[src/rtl/mrd_pkg.sv]
package mrd_pkg;

    localparam int N_RATIOS  = 14;
    localparam int CODE_W    = 4;
    localparam logic [CODE_W-1:0] CODE_NONE = '1;

    // Supported master-clock cycles per frame, ascending; position = code.
    function automatic int ratio_of(input int idx);
        case (idx)
            0:       ratio_of = 32;
            1:       ratio_of = 64;
            2:       ratio_of = 96;
            3:       ratio_of = 128;
            4:       ratio_of = 192;
            5:       ratio_of = 256;
            6:       ratio_of = 384;
            7:       ratio_of = 512;
            8:       ratio_of = 640;
            9:       ratio_of = 768;
            10:      ratio_of = 1024;
            11:      ratio_of = 1152;
            12:      ratio_of = 1280;
            13:      ratio_of = 1536;
            default: ratio_of = 0;
        endcase
    endfunction

endpackage

[src/rtl/mrd_period_counter.sv]
module mrd_period_counter #(
    parameter int CNT_W = 11
) (
    input  logic             clk_i,
    input  logic             rst_ni,
    input  logic             clear_i,
    input  logic             lrck_i,
    output logic             meas_valid_o,
    output logic [CNT_W-1:0] meas_cnt_o,
    output logic             sat_o
);

    localparam logic [CNT_W-1:0] CNT_SAT = '1;
    localparam logic [CNT_W-1:0] CNT_PRE = CNT_SAT - 1'b1;

    typedef struct packed {
        logic             lrck;
        logic             armed;
        logic [CNT_W-1:0] cnt;
    } cnt_state_t;

    cnt_state_t st_d, st_q;
    logic       rise;
    logic       at_limit;

    always_comb begin
        st_d         = st_q;
        st_d.lrck    = lrck_i;
        rise         = lrck_i & ~st_q.lrck;
        at_limit     = (st_q.cnt == CNT_SAT);
        meas_valid_o = 1'b0;
        sat_o        = 1'b0;

        if (clear_i) begin
            st_d.cnt   = '0;
            st_d.armed = 1'b0;
        end else if (rise) begin
            // an unarmed edge only opens the first window
            meas_valid_o = st_q.armed & ~at_limit;
            st_d.cnt     = {{(CNT_W-1){1'b0}}, 1'b1};
            st_d.armed   = 1'b1;
        end else if (!at_limit) begin
            st_d.cnt = st_q.cnt + 1'b1;
            if (st_q.cnt == CNT_PRE) begin
                // frame clock missing for the full counter range
                sat_o      = 1'b1;
                st_d.armed = 1'b0;
            end
        end
    end

    always_ff @(posedge clk_i or negedge rst_ni) begin
        if (!rst_ni) begin
            st_q.lrck  <= 1'b1;
            st_q.armed <= 1'b0;
            st_q.cnt   <= '0;
        end else begin
            st_q <= st_d;
        end
    end

    assign meas_cnt_o = st_q.cnt;

endmodule

[src/rtl/mrd_ratio_match.sv]
module mrd_ratio_match #(
    parameter int CNT_W = 11,
    parameter int TOL   = 1
) (
    input  logic [CNT_W-1:0]             cnt_i,
    output logic [mrd_pkg::CODE_W-1:0]   code_o
);

    localparam int N = mrd_pkg::N_RATIOS;

    logic [N-1:0] hit;

    for (genvar g = 0; g < N; g++) begin : g_cmp
        localparam int RATIO = mrd_pkg::ratio_of(g);
        always_comb begin
            hit[g] = ((int'(cnt_i) + TOL) >= RATIO) && (int'(cnt_i) <= (RATIO + TOL));
        end
    end

    always_comb begin
        code_o = mrd_pkg::CODE_NONE;
        for (int i = N - 1; i >= 0; i--) begin
            if (hit[i]) begin
                code_o = mrd_pkg::CODE_W'(i);
            end
        end
    end

endmodule

[src/rtl/mrd_lock_track.sv]
module mrd_lock_track #(
    parameter int LOCK_FRAMES = 3,
    parameter int UNLOCK_MISS = 2
) (
    input  logic                        clk_i,
    input  logic                        rst_ni,
    input  logic                        clear_i,
    input  logic                        meas_valid_i,
    input  logic [mrd_pkg::CODE_W-1:0]  code_i,
    input  logic                        sat_i,
    output logic [mrd_pkg::CODE_W-1:0]  ratio_idx_o,
    output logic                        locked_o,
    output logic                        unsupported_o
);

    localparam int CW       = mrd_pkg::CODE_W;
    localparam int STREAK_W = $clog2(LOCK_FRAMES + 1);
    localparam int MISS_W   = $clog2(UNLOCK_MISS + 1);

    typedef struct packed {
        logic                locked;
        logic [CW-1:0]       idx;
        logic [CW-1:0]       cand;
        logic [STREAK_W-1:0] streak;
        logic [MISS_W-1:0]   miss;
        logic                unsup;
    } lock_state_t;

    localparam lock_state_t IDLE = '{
        locked: 1'b0,
        idx:    mrd_pkg::CODE_NONE,
        cand:   mrd_pkg::CODE_NONE,
        streak: '0,
        miss:   '0,
        unsup:  1'b0
    };

    lock_state_t st_d, st_q;
    logic        code_ok;
    int          n_streak;
    int          n_miss;

    always_comb begin
        st_d     = st_q;
        code_ok  = (code_i != mrd_pkg::CODE_NONE);
        n_streak = (code_i == st_q.cand) ? int'(st_q.streak) + 1 : 1;
        n_miss   = int'(st_q.miss) + 1;

        if (clear_i) begin
            st_d = IDLE;
        end else if (sat_i) begin
            st_d       = IDLE;
            st_d.unsup = 1'b1;
        end else if (meas_valid_i) begin
            st_d.unsup = ~code_ok;
            if (st_q.locked) begin
                if (code_i == st_q.idx) begin
                    st_d.miss = '0;
                end else if (n_miss >= UNLOCK_MISS) begin
                    // drop lock and seed a new attempt
                    st_d.locked = 1'b0;
                    st_d.idx    = mrd_pkg::CODE_NONE;
                    st_d.miss   = '0;
                    st_d.cand   = code_i;
                    st_d.streak = code_ok ? STREAK_W'(1) : '0;
                end else begin
                    st_d.miss = MISS_W'(n_miss);
                end
            end else if (!code_ok) begin
                st_d.cand   = mrd_pkg::CODE_NONE;
                st_d.streak = '0;
            end else if (n_streak >= LOCK_FRAMES) begin

                st_d.locked = 1'b1;
                st_d.idx    = code_i;
                st_d.cand   = code_i;
                st_d.streak = '0;
                st_d.miss   = '0;
            end else begin
                st_d.cand   = code_i;
                st_d.streak = STREAK_W'(n_streak);
            end
        end
    end

    always_ff @(posedge clk_i or negedge rst_ni) begin
        if (!rst_ni) begin
            st_q <= IDLE;
        end else begin
            st_q <= st_d;
        end
    end

    assign ratio_idx_o   = st_q.idx;
    assign locked_o      = st_q.locked;
    assign unsupported_o = st_q.unsup;

endmodule

[src/rtl/mclk_ratio_detect.sv]
module mclk_ratio_detect #(
    parameter int CNT_W       = 11,
    parameter int MATCH_TOL   = 1,
    parameter int LOCK_FRAMES = 3,
    parameter int UNLOCK_MISS = 2
) (
    input  logic                       mclk_i,
    input  logic                       rst_ni,
    input  logic                       lrck_sync_i,
    input  logic                       sw_cfg_mode_i,
    output logic [mrd_pkg::CODE_W-1:0] ratio_code_o,
    output logic                       ratio_locked_o,
    output logic                       ratio_unsupported_o
);

    logic                       meas_valid;
    logic [CNT_W-1:0]           meas_cnt;
    logic                       sat_evt;
    logic [mrd_pkg::CODE_W-1:0] meas_code;

    mrd_period_counter #(
        .CNT_W (CNT_W)
    ) u_counter (
        .clk_i        (mclk_i),
        .rst_ni       (rst_ni),
        .clear_i      (sw_cfg_mode_i),
        .lrck_i       (lrck_sync_i),
        .meas_valid_o (meas_valid),
        .meas_cnt_o   (meas_cnt),
        .sat_o        (sat_evt)
    );

    mrd_ratio_match #(
        .CNT_W (CNT_W),
        .TOL   (MATCH_TOL)
    ) u_match (
        .cnt_i  (meas_cnt),
        .code_o (meas_code)
    );

    mrd_lock_track #(
        .LOCK_FRAMES (LOCK_FRAMES),
        .UNLOCK_MISS (UNLOCK_MISS)
    ) u_lock (
        .clk_i         (mclk_i),
        .rst_ni        (rst_ni),
        .clear_i       (sw_cfg_mode_i),
        .meas_valid_i  (meas_valid),
        .code_i        (meas_code),
        .sat_i         (sat_evt),
        .ratio_idx_o   (ratio_code_o),
        .locked_o      (ratio_locked_o),
        .unsupported_o (ratio_unsupported_o)
    );

endmodule

[config.mk]
export PLATFORM = sky130hd
export DESIGN_NAME = mclk_ratio_detect
export DESIGN_NICKNAME = d
export VERILOG_FILES = /design/src/rtl/mrd_pkg.sv /design/src/rtl/mrd_period_counter.sv /design/src/rtl/mrd_ratio_match.sv /design/src/rtl/mrd_lock_track.sv /design/src/rtl/mclk_ratio_detect.sv
export SDC_FILE = /design/constraint.sdc
export NUM_CORES = 1
export LEC_CHECK = 0
export CAP_MARGIN = 25
export CORE_ASPECT_RATIO = 0.5
export CORE_MARGIN = 2
export CORE_UTILIZATION = 35
export CTS_CLUSTER_DIAMETER = 80
export DETAILED_ROUTE_END_ITERATION = 12
export SYNTH_ARGS = -nofsm -noshare
export SYNTH_HDL_FRONTEND = slang
export SYNTH_HIERARCHICAL = 1
export SYNTH_SLANG_ARGS = --single-unit
[constraint.sdc]
create_clock -name mclk_i -period 3.03 [get_ports mclk_i]
set_input_delay 0.606 -clock mclk_i [delete_from_list [all_inputs] [get_ports mclk_i]]
set_output_delay 0.606 -clock mclk_i [all_outputs]
set_load 0.1 [all_outputs]
---- After elaboration in Yosys (flattened, before gate mapping) ----
Cells that the tools add are included.
cells by class
  add/sub/neg operators ................... 4
  magnitude comparators ................... 30
  equal/unequal tests ..................... 8
  multiplexer cells ....................... 40
  bitwise logic cells ..................... 5
  reductions and logical operators ........ 22
operator list
  operator                                                                               count
  32-bit by 12-bit greater-or-equal comparator with 1-bit output, second input constant  4
  32-bit by 11-bit greater-or-equal comparator with 1-bit output, second input constant  3
  32-bit by 10-bit greater-or-equal comparator with 1-bit output, second input constant  2
  32-bit by 3-bit greater-or-equal comparator with 1-bit output, second input constant   2
  32-bit by 8-bit greater-or-equal comparator with 1-bit output, second input constant   2
  32-bit by 9-bit greater-or-equal comparator with 1-bit output, second input constant   2
  11-bit <= comparator, second input constant                                            4
  14-bit 2-to-1 mux                                                                      3
  12-bit 2-to-1 mux                                                                      3
  11-bit by 10-bit <= comparator with 1-bit output, second input constant                3
  32-bit 2-to-1 mux                                                                      1
  4-bit 2-to-1 mux                                                                       8
  11-bit equality test, second input constant                                            2
  11-bit by 7-bit <= comparator with 1-bit output, second input constant                 2
  11-bit by 8-bit <= comparator with 1-bit output, second input constant                 2
  11-bit by 9-bit <= comparator with 1-bit output, second input constant                 2
  11-bit 2-to-1 mux                                                                      2
  1-bit logical AND                                                                      14
  2-bit 2-to-1 mux                                                                       7
  13-bit 2-to-1 mux                                                                      1
  11-bit by 1-bit adder with 12-bit output, second input constant                        1
  12-bit by 6-bit greater-or-equal comparator with 1-bit output, second input constant   1
  3-bit 2-to-1 mux                                                                       4
  4-bit inequality test, second input constant                                           3
  15 further kinds                                                                       31
storage, ports and cells
  register bits ........................... 27
  input bits .............................. 4
  output and inout port bits .............. 6
  logic and storage cells ................. 118

---- Logic depth before layout (Yosys ltp) ----
Gate-level depths: netlist (run 1).
  word-level depth ........................ 26
  gate-level depth with buffers ........... 14
  mapped depth without buffers ............ 13

---- By module ----
The synthesis (run 1) kept the hierarchy.
by module, submodules not included
  module              times used  cells each  area each (µm²)
  mrd_lock_track      1           89          883.3
  mrd_period_counter  1           82          827.0
  mrd_ratio_match     1           113         790.8

---- Worst setup path before layout (run 1) ----
No wires, ideal clock.
  path kind ............................... register to register
  from .................................... register u_counter.st_q, in the netlist u_counter/meas_cnt_o[1]
  to ...................................... register u_lock/st_q[4] (netlist bit)
  library setup time ...................... 0.125 ns
  arrival ................................. 3.142 ns
  path slack .............................. -0.237 ns
  cell stages (with the launch flop) ...... 15
  path buffers ............................ 1
  clock period less this slack ............ 3.267 ns
  path through ............................ dfrtp_1 buf_4 inv_1 ha_1 o21bai_1 and4_1 o21a_1 a31oi_1 nand3_1 a21oi_1 xnor2_1 a41oi_2 o21ai_2 nand2_4 mux2_4
RTL lines
  element                                                         RTL line                  text
  from (decl)                                                     mrd_period_counter.sv:22  cnt_state_t st_d, st_q;
  from (signal assigned)                                          mrd_period_counter.sv:58  st_q <= st_d;
  11-bit by 1-bit adder with 12-bit output                        mrd_ratio_match.sv:16     hit[g] = ((int'(cnt_i) + TOL) >= RATIO) && (int'(cnt_i) <= (RATIO + TOL));
  32-bit by 12-bit greater-or-equal comparator with 1-bit output  mrd_ratio_match.sv:16
  1-bit logical AND                                               mrd_ratio_match.sv:16
  3-bit 2-to-1 mux (4 in a row)                                   mrd_ratio_match.sv:23     if (hit[i]) begin
  4-bit 2-to-1 mux (7 in a row)                                   mrd_ratio_match.sv:23
  4-bit 2-to-1 mux *                                              mrd_ratio_match.sv:23
  via meas_code (one bit)                                         mclk_ratio_detect.sv:19   logic [mrd_pkg::CODE_W-1:0] meas_code;
  4-bit equality test                                             mrd_lock_track.sv:46      n_streak = (code_i == st_q.cand) ? int'(st_q.streak) + 1 : 1;
  32-bit 2-to-1 mux                                               mrd_lock_track.sv:46
  32-bit by 3-bit greater-or-equal comparator with 1-bit output   mrd_lock_track.sv:72      end else if (n_streak >= LOCK_FRAMES) begin
  2-bit 2-to-1 mux                                                mrd_lock_track.sv:72
  6-bit 2-to-1 mux                                                mrd_lock_track.sv:69      end else if (!code_ok) begin
  13-bit 2-to-1 mux                                               mrd_lock_track.sv:56      if (st_q.locked) begin
  14-bit 2-to-1 mux                                               mrd_lock_track.sv:54      end else if (meas_valid_i) begin
  14-bit 2-to-1 mux                                               mrd_lock_track.sv:51      end else if (sat_i) begin
  14-bit 2-to-1 mux                                               mrd_lock_track.sv:49      if (clear_i) begin
  to (signal assigned)                                            mrd_lock_track.sv:90      st_q <= st_d;
  to (decl)                                                       mrd_lock_track.sv:38      lock_state_t st_d, st_q;
Mark *: on every way through the listed nets, which the timed path passes. The rest lies on a longest branch. The select of a mux whose other input is x is not followed.
A chain may end at the register's enable or synchronous reset.

---- Worst setup path in the final report (run 1) ----
  from .................................... register u_counter.st_q, in the netlist u_counter/meas_cnt_o[3]
  to ...................................... register u_lock.st_q, in the netlist u_lock/ratio_idx_o[1]
between the ends
  cells in the longest elaborated chain, start to end .. 23
ends and longest elaborated chain
  element                                                                                                RTL line
  11-bit by 1-bit adder with 12-bit output                                                               mrd_ratio_match.sv:16
  32-bit by 12-bit greater-or-equal comparator with 1-bit output                                         mrd_ratio_match.sv:16
  1-bit logical AND                                                                                      mrd_ratio_match.sv:16
  2-bit 2-to-1 mux (2 in a row)                                                                          mrd_ratio_match.sv:23
  3-bit 2-to-1 mux (4 in a row)                                                                          mrd_ratio_match.sv:23
  4-bit 2-to-1 mux (7 in a row)                                                                          mrd_ratio_match.sv:23
  4-bit 2-to-1 mux *                                                                                     mrd_ratio_match.sv:23
  via meas_code (one bit)                                                                                mclk_ratio_detect.sv:19
  branches (longest 6 deep; another with 32-bit by 3-bit greater-or-equal comparator with 1-bit output)  -
Mark *: on every way through the listed nets, which the timed path passes. The select of a mux whose other input is x is not followed.

==> flow_metrics.env, run 1 <==
export IMPL_antenna_found_initial=0
export IMPL_worstMarginPinSlew_ps=378
export IMPL_hold_violations=0
export IMPL_async_reset_ff_frac=1.00
export IMPL_timing_max_transition_violations_final=0
export IMPL_failed_checks="negative setup slack"
export IMPL_max_freq_ghz=0.311
export IMPL_cts_tree="yes"
export IMPL_clock_sinks=27
export IMPL_p_comb_frac=0.213
export IMPL_cp_required_ps=3220
export IMPL_yosysUniqueCellTypes=75
export IMPL_nets=352
export IMPL_grt_pass1_wl_mm=11.6
export IMPL_die_w_um=124
export IMPL_internal_power_uw=631
export IMPL_skew_ps=4.74
export IMPL_switching_share=0.285
export IMPL_drc_errors=0
export IMPL_period_share=1.06
export IMPL_powerDensity_nw_per_um2=257
export IMPL_path_class="reg2reg"
export IMPL_fillers=618
export IMPL_area_growth_syn_to_layout_pct=37.1
export IMPL_synth_most_common_cell="nor2_1"
export IMPL_io_pins=10
export IMPL_synth_warnings=6
export IMPL_antenna_left=0
export IMPL_ys_ff_latch=27
export IMPL_synth_ff_type="dfrtp_1"
export IMPL_seqPwrFrac=0.443
export IMPL_worst_slack_ps=-185
export IMPL_via_per_inst=5.53
export IMPL_clock_power_share=0.344
export IMPL_cp_end_kind="register"
export IMPL_synthTopCellsByCount="nor2_1 (29), dfrtp_1 (18), nand2_1 (17)"
export IMPL_rsz0062_at_grt="true"
export IMPL_clk_pin_slew_ps=70
export IMPL_die_h_um=63.8
export IMPL_tritoncts_num_buffers=3
export IMPL_core_um2=6810
export IMPL_grt_max_degree=28
export IMPL_power_switching_uw=251
export IMPL_syn_nets=294
export IMPL_post_route_min_period_ps=3210
export IMPL_wl_per_cell_um=15.6
export IMPL_port_buffers=9
export IMPL_drive_above_1_share=0.469
export IMPL_totalWireLength_mm=6.74
export IMPL_syn_cell_area_um2=2500
export IMPL_first_iter_violations=63
export IMPL_p_total_uw=882
export IMPL_clock_path_buffers=2
export IMPL_leakage_uw=0.00147
export IMPL_dpl_hpwl_mm=5.17
export IMPL_post_route_util=0.504
export IMPL_synth_area_leaders="dfrtp_1 (18%), dfstp_2 (9.5%), buf_4 (4.8%)"
export IMPL_n_antenna_cell=0
export IMPL_max_vdd_ir_drop_mv=0.249
export IMPL_crit_arrival_ps=3400
export IMPL_root_buffer="clkbuf_16"
export IMPL_dr_pass1_iters=4
export IMPL_status="complete, but fails checks"
export IMPL_grt_pass1_vias=2432
export IMPL_synth_top_cell_area_share=0.180
export IMPL_place_congestion=0.953
export IMPL_seq_area_frac_synth=0.275
export IMPL_rows=21
export IMPL_maxSlewHeadroom=0.748
export IMPL_cp_start_kind="register"
export IMPL_syn_area_per_cell_um2=8.81
export IMPL_synth_edf_count=0
export IMPL_hold_path_class="reg2reg"
export IMPL_vias=2395
export IMPL_track_usage=0.183
export IMPL_setup_violations=11
export IMPL_die_area_um2=7880
export IMPL_clk_insertion_delay_late_ps=260
export IMPL_overflow=0
export IMPL_synth_top_area_cell="dfrtp_1"
export IMPL_start_util=0.368
export IMPL_syn_inst=284
export IMPL_cts_hold_buf=0
export IMPL_cap_violations=0
export IMPL_htreeDepth=1
export IMPL_crit_path_max_fanout=6
through the flow:
step | std cells | setup TNS [ps] | hold WS [ps] | setup WS, ps | area, µm²
after detailed placement | 421 | -3050 | 472 | -323 | 3120
final | 433 | -1180 | 482 | -185 | 3430
after global placement | 421 | -2180 | 461 | -234 | 3120
after floorplan | 284 | -30.5 | 310 | -30.5 | 2660
after global routing | 433 | -3100 | 498 | -352 | 3430
after CTS | 433 | -580 | 484 | -140 | 3400
sequential cells by signal (all words and copies together), names as in the netlist:
| name | cells |
|---|---|
| u_lock/ratio_idx_o | 4 |
| u_counter/st_q | 2 |
| u_lock/locked_o | 1 |
| u_lock/st_q | 8 |
| u_counter/meas_cnt_o | 11 |
| u_lock/unsupported_o | 1 |
path summary, 6_finish.rpt:
check                           slack [ps]               startpoint  cells past startpoint                      end
worst max-delay path                  -180  u_counter/meas_cnt_o[3]                     13    u_lock/ratio_idx_o[1]
worst min-delay path                   480           u_lock/st_q[7]                      2           u_lock/st_q[7]
worst max register to register        -180  u_counter/meas_cnt_o[3]                     13    u_lock/ratio_idx_o[1]
worst min register to register         480           u_lock/st_q[7]                      2           u_lock/st_q[7]
max in group asynchronous             2010                   rst_ni                      2    u_lock/ratio_idx_o[0]
min in group asynchronous              710                   rst_ni                      2  u_counter/meas_cnt_o[0]
worst max-delay path, cell delays in order, from the launching register on:
cell	delay, ps
dfrtp_2	480
nor4_4	290
buf_4	180
buf_6	100
nand4_1	120
mux2i_1	190
a32oi_2	90
buf_4	170
a221oi_4	370
nand4_1	260
o21ai_1	180
nor3_2	90
a221o_1	350
mux2_4	280
final cells by class:
| type | instances | area, µm² | area share |
|---|---|---|---|
| well taps | 92 | 115 | 0.0336 |
| flip-flops and latches | 27 | 694 | 0.203 |
| repair buffers | 77 | 629 | 0.184 |
| multi-input cells | 219 | 1860 | 0.542 |
| clock inverters | 1 | 5.00 | 0.00146 |
| inverters | 14 | 52.6 | 0.0153 |
| clock buffers | 3 | 75.1 | 0.0219 |
cells in the final DEF (no fill, tap or decap), types with 7 or more instances in the layout:
master	netlist	routed
buf_4	16	67
nor2_1	29	27
nand2_1	17	17
inv_1	13	13
dfrtp_1	18	12
a21oi_1	15	11
nand3_1	11	9
dfstp_2	9	9
nand4_1	9	9
nor3_1	13	7
mux2i_1	7	7
xnor2_1	11	7
cell families after synthesis:
family                   Yosys count  synth area share
AO/OA/AOI/OAI                     70             0.232
XOR/XNOR                          13            0.0455
adder cells (fa/ha/maj)            6            0.0300
buffers and inverters             38            0.0875
flip-flops                        27             0.275
multiplexers                      12            0.0520
AND/OR/NAND/NOR                  118             0.279
power groups by stage:
stage | registers (µW) | logic, µW | clock network, µW
global placement | 395 | 164 | 0
floorplan | 393 | 118 | 0
finish | 391 | 188 | 304
CTS | 391 | 184 | 312
global route | 393 | 201 | 326
detailed placement | 396 | 167 | 0
per-layer routing:
| layer | wire length [µm] | track usage | share of wire | vias up |
|---|---|---|---|---|
| li1 | - | - | - | 1157 |
| met1 | 3160 | 0.252 | 0.47 | 1162 |
| met2 | 3180 | 0.303 | 0.47 | 64 |
| met3 | 293 | 0.0170 | 0.043 | 12 |
| met4 | 114 | 0.0611 | 0.017 | 0 |
| met5 | 0 | 0 | 0 | - |
what timing repair did:
item                                   in CTS  in global routing
gates resized for setup                    30                  7
endpoints found under the hold margin       0                  0
setup endpoints to repair                  13                 14
cloned                                      0                  0
setup buffers                               8                  3
pin swaps                                  19                  6
Note: power is estimated with default switching activity, not from simulation.
==> inputs of run 2 (changes only) <==
--- a/config.mk
+++ b/config.mk
@@ -5,12 +5,14 @@
 export SDC_FILE = /design/constraint.sdc
 export NUM_CORES = 1
 export LEC_CHECK = 0
+export ABC_AREA = 1
 export CAP_MARGIN = 25
 export CORE_ASPECT_RATIO = 0.5
 export CORE_MARGIN = 2
 export CORE_UTILIZATION = 35
 export CTS_CLUSTER_DIAMETER = 80
 export DETAILED_ROUTE_END_ITERATION = 12
+export HOLD_SLACK_MARGIN = 0.1
 export SYNTH_ARGS = -nofsm -noshare
 export SYNTH_HDL_FRONTEND = slang
 export SYNTH_HIERARCHICAL = 1
==> run 2 against run 1 <==
Critical path type unchanged; sequential share of layout area rose by 0.29 points; the flow now finishes without violations; power fell by 2.6%; clock-buffer cell count did not move; core utilization fell by 5.4 points; clock power barely moved.
==> flow_metrics.env, run 2 <==
export IMPL_status="complete, no violations"
export IMPL_track_usage=0.167
export IMPL_core_um2=7490
export IMPL_drive_above_1_share=0.308
export IMPL_cts_tree="yes"
export IMPL_fin_setup_tns_ps=0
export IMPL_area_growth_syn_to_layout_pct=22.1
export IMPL_period_share=0.998
export IMPL_overflow=0
export IMPL_hold_path_class="reg2reg"
export IMPL_rr_endpoint="u_lock/ratio_idx_o[0]"
export IMPL_via_per_inst=4.67
export IMPL_worstMarginPinSlew_ps=443
export IMPL_htreeDepth=1
export IMPL_drc_errors=0
export IMPL_syn_area_per_cell_um2=6.21
export IMPL_synth_edf_count=0
export IMPL_grt_max_degree=28
export IMPL_timing_max_transition_violations_final=0
export IMPL_reg2reg_setup_slack_ps=5
export IMPL_hold_violations=0
export IMPL_layout_common_cells="nand2_1 (113), inv_1 (60), buf_4 (46)"
export IMPL_leakage_uw=0.00167
export IMPL_synth_top_area_cell="nand2_1"
export IMPL_grt_pass1_wl_mm=11.5
export IMPL_cp_end_kind="register"
export IMPL_synth_ff_type="dfrtp_1"
export IMPL_root_buffer="clkbuf_16"
export IMPL_placed_area_um2=3110
export IMPL_clock_sinks=27
export IMPL_rr_worst_depth=21
export IMPL_io_pins=10
export IMPL_crit_path_max_fanout=7
export IMPL_syn_cell_area_um2=2760
export IMPL_post_route_min_period_ps=3020
export IMPL_synth_warnings=6
export IMPL_largest_register_ffs=11
export IMPL_clk_insertion_delay_late_ps=260
export IMPL_wl_per_cell_um=11.6
export IMPL_layout_commonest_cell="nand2_1"
export IMPL_holdPathEnd="u_lock/ratio_idx_o[3]"
export IMPL_crit_arrival_ps=3220
export IMPL_vias=2744
export IMPL_final_cell_area_um2=3370
export IMPL_clock_path_buffers=2
export IMPL_place_congestion=0.883
export IMPL_totalWireLength_mm=6.81
export IMPL_post_route_util=0.450
export IMPL_cp_required_ps=3230
export IMPL_die_w_um=130
export IMPL_yosysUniqueCellTypes=40
export IMPL_die_h_um=66.8
export IMPL_cp_start_kind="register"
export IMPL_cts_hold_buf=0
export IMPL_die_area_um2=8650
export IMPL_worstHoldStart="u_lock/ratio_idx_o[3]"
export IMPL_skew_ps=3.70
export IMPL_worst_slack_ps=5.09
export IMPL_min_path_cells=2
export IMPL_syn_inst=444
export IMPL_fillers=807
export IMPL_max_vdd_ir_drop_mv=0.185
export IMPL_ys_ff_latch=27
export IMPL_first_iter_violations=118
export IMPL_synth_top_cell_area_share=0.167
export IMPL_dpl_hpwl_mm=5.25
export IMPL_seq_area_frac_synth=0.249
export IMPL_synthTopCellsByCount="nand2_1 (123), inv_1 (61), nor2_1 (50)"
export IMPL_synth_area_leaders="nand2_1 (17%), dfrtp_1 (16%), dfstp_2 (8.6%)"
export IMPL_maxSlewHeadroom=0.702
export IMPL_grt_pass1_vias=2485
export IMPL_path_class="reg2reg"
export IMPL_powerDensity_nw_per_um2=255
export IMPL_dr_pass1_iters=4
export IMPL_cap_violations=0
export IMPL_n_antenna_cell=0
export IMPL_r2r_start="u_counter/meas_cnt_o[1]"
export IMPL_rows=22
export IMPL_rsz0062_at_grt="true"
export IMPL_async_reset_ff_frac=1.00
export IMPL_tritoncts_num_buffers=3
export IMPL_synth_most_common_cell="nand2_1"
export IMPL_port_buffers=9
export IMPL_antenna_found_initial=0
export IMPL_antenna_left=0
export IMPL_dp_slack_ps=18.9
export IMPL_clk_pin_slew_ps=70
export IMPL_nets=491
export IMPL_start_util=0.368
export IMPL_max_freq_ghz=0.331
export IMPL_syn_nets=454
export IMPL_setup_violations=0
[run 2: worst max-delay path, stage by stage, from the launching register on]
cell	delay (ps)
dfrtp_1	410
ha_2	190
nand3_2	90
nor2_4	160
nand3_1	130
nand3_4	150
o21ai_0	160
o22ai_2	210
a31oi_4	120
o21ai_1	200
a21oi_2	100
buf_4	150
buf_4	130
nand2_1	60
nand2_1	60
nor2_2	120
nand2_2	90
nand2_4	90
nand2_8	80
buf_6	140
nand3_1	70
nand2_1	60
[run 2: worst max-delay path by stage]
stage	start	to	slack, ps
after CTS	u_counter/meas_cnt_o[4]	u_lock/st_q[4]	20
after floorplan	u_counter/meas_cnt_o[0]	u_lock/st_q[7]	120
after global routing	u_counter/meas_cnt_o[1]	u_lock/st_q[5]	-290
after detailed placement	u_counter/meas_cnt_o[0]	u_lock/st_q[6]	20
after global placement	u_counter/meas_cnt_o[6]	u_lock/st_q[6]	4
final	u_counter/meas_cnt_o[1]	u_lock/ratio_idx_o[0]	5
[run 2: final cells by class]
type	count	area, µm²	share of cell area
clock buffer	3	75.1	0.0223
clock inverter	1	5.00	0.00149
inverter	73	274	0.0814
multi-input combinational	325	1790	0.531
sequential	27	692	0.205
tap	108	135	0.0401
timing repair buffer	51	398	0.118
[run 2: logic make-up (layout without fill, tap and decap cells)]
kind of cell	Yosys count	after routing	synth area share
AND/OR/NAND/NOR	266	267	0.448
AO/OA/AOI/OAI	50	50	0.111
adder cells (fa/ha/maj)	6	6	0.0272
flip-flops	27	27	0.249
buffers and inverters	93	128	0.158
XOR/XNOR	2	2	0.00635
[run 2: report_power, final]
part	switching, µW	internal, µW	leakage [µW]
combinational	121	48.3	0.00130
clock	126	178	0.0000409
sequential	10.8	376	0.000334
total	257	602	0.00167
[run 2: repair_timing]
action	in CTS	in global routing
cloned	0	1
pin swaps	0	12
setup endpoints to repair	3	13
gates resized for setup	3	41
buffers inserted	0	1
[run 2: through the flow]
step | instances | hold WS, ps | total power, µW
after floorplan | 444 | 310 | 511
after global placement | 582 | 482 | 553
after detailed placement | 582 | 479 | 553
after CTS | 586 | 490 | 864
after global routing | 588 | 514 | 909
final | 588 | 485 | 860
[run 2: layer usage]
layer / track usage / vias up / routed length (µm)
met3: 0.0169 / 4 / 108
li1: - / 1461 / -
met2: 0.274 / 25 / 3020
met5: 0 / - / 0
met4: 0.0363 / 0 / 49
met1: 0.237 / 1254 / 3640
==> inputs of run 3 (changes only) <==
--- a/config.mk
+++ b/config.mk
@@ -12,6 +12,7 @@
 export CORE_UTILIZATION = 35
 export CTS_CLUSTER_DIAMETER = 80
 export DETAILED_ROUTE_END_ITERATION = 12
+export GPL_ROUTABILITY_DRIVEN = 0
 export HOLD_SLACK_MARGIN = 0.1
 export SYNTH_ARGS = -nofsm -noshare
 export SYNTH_HDL_FRONTEND = slang
==> results of run 3 <==
The final DEF is identical to that of run 2; final timing and power are the same.
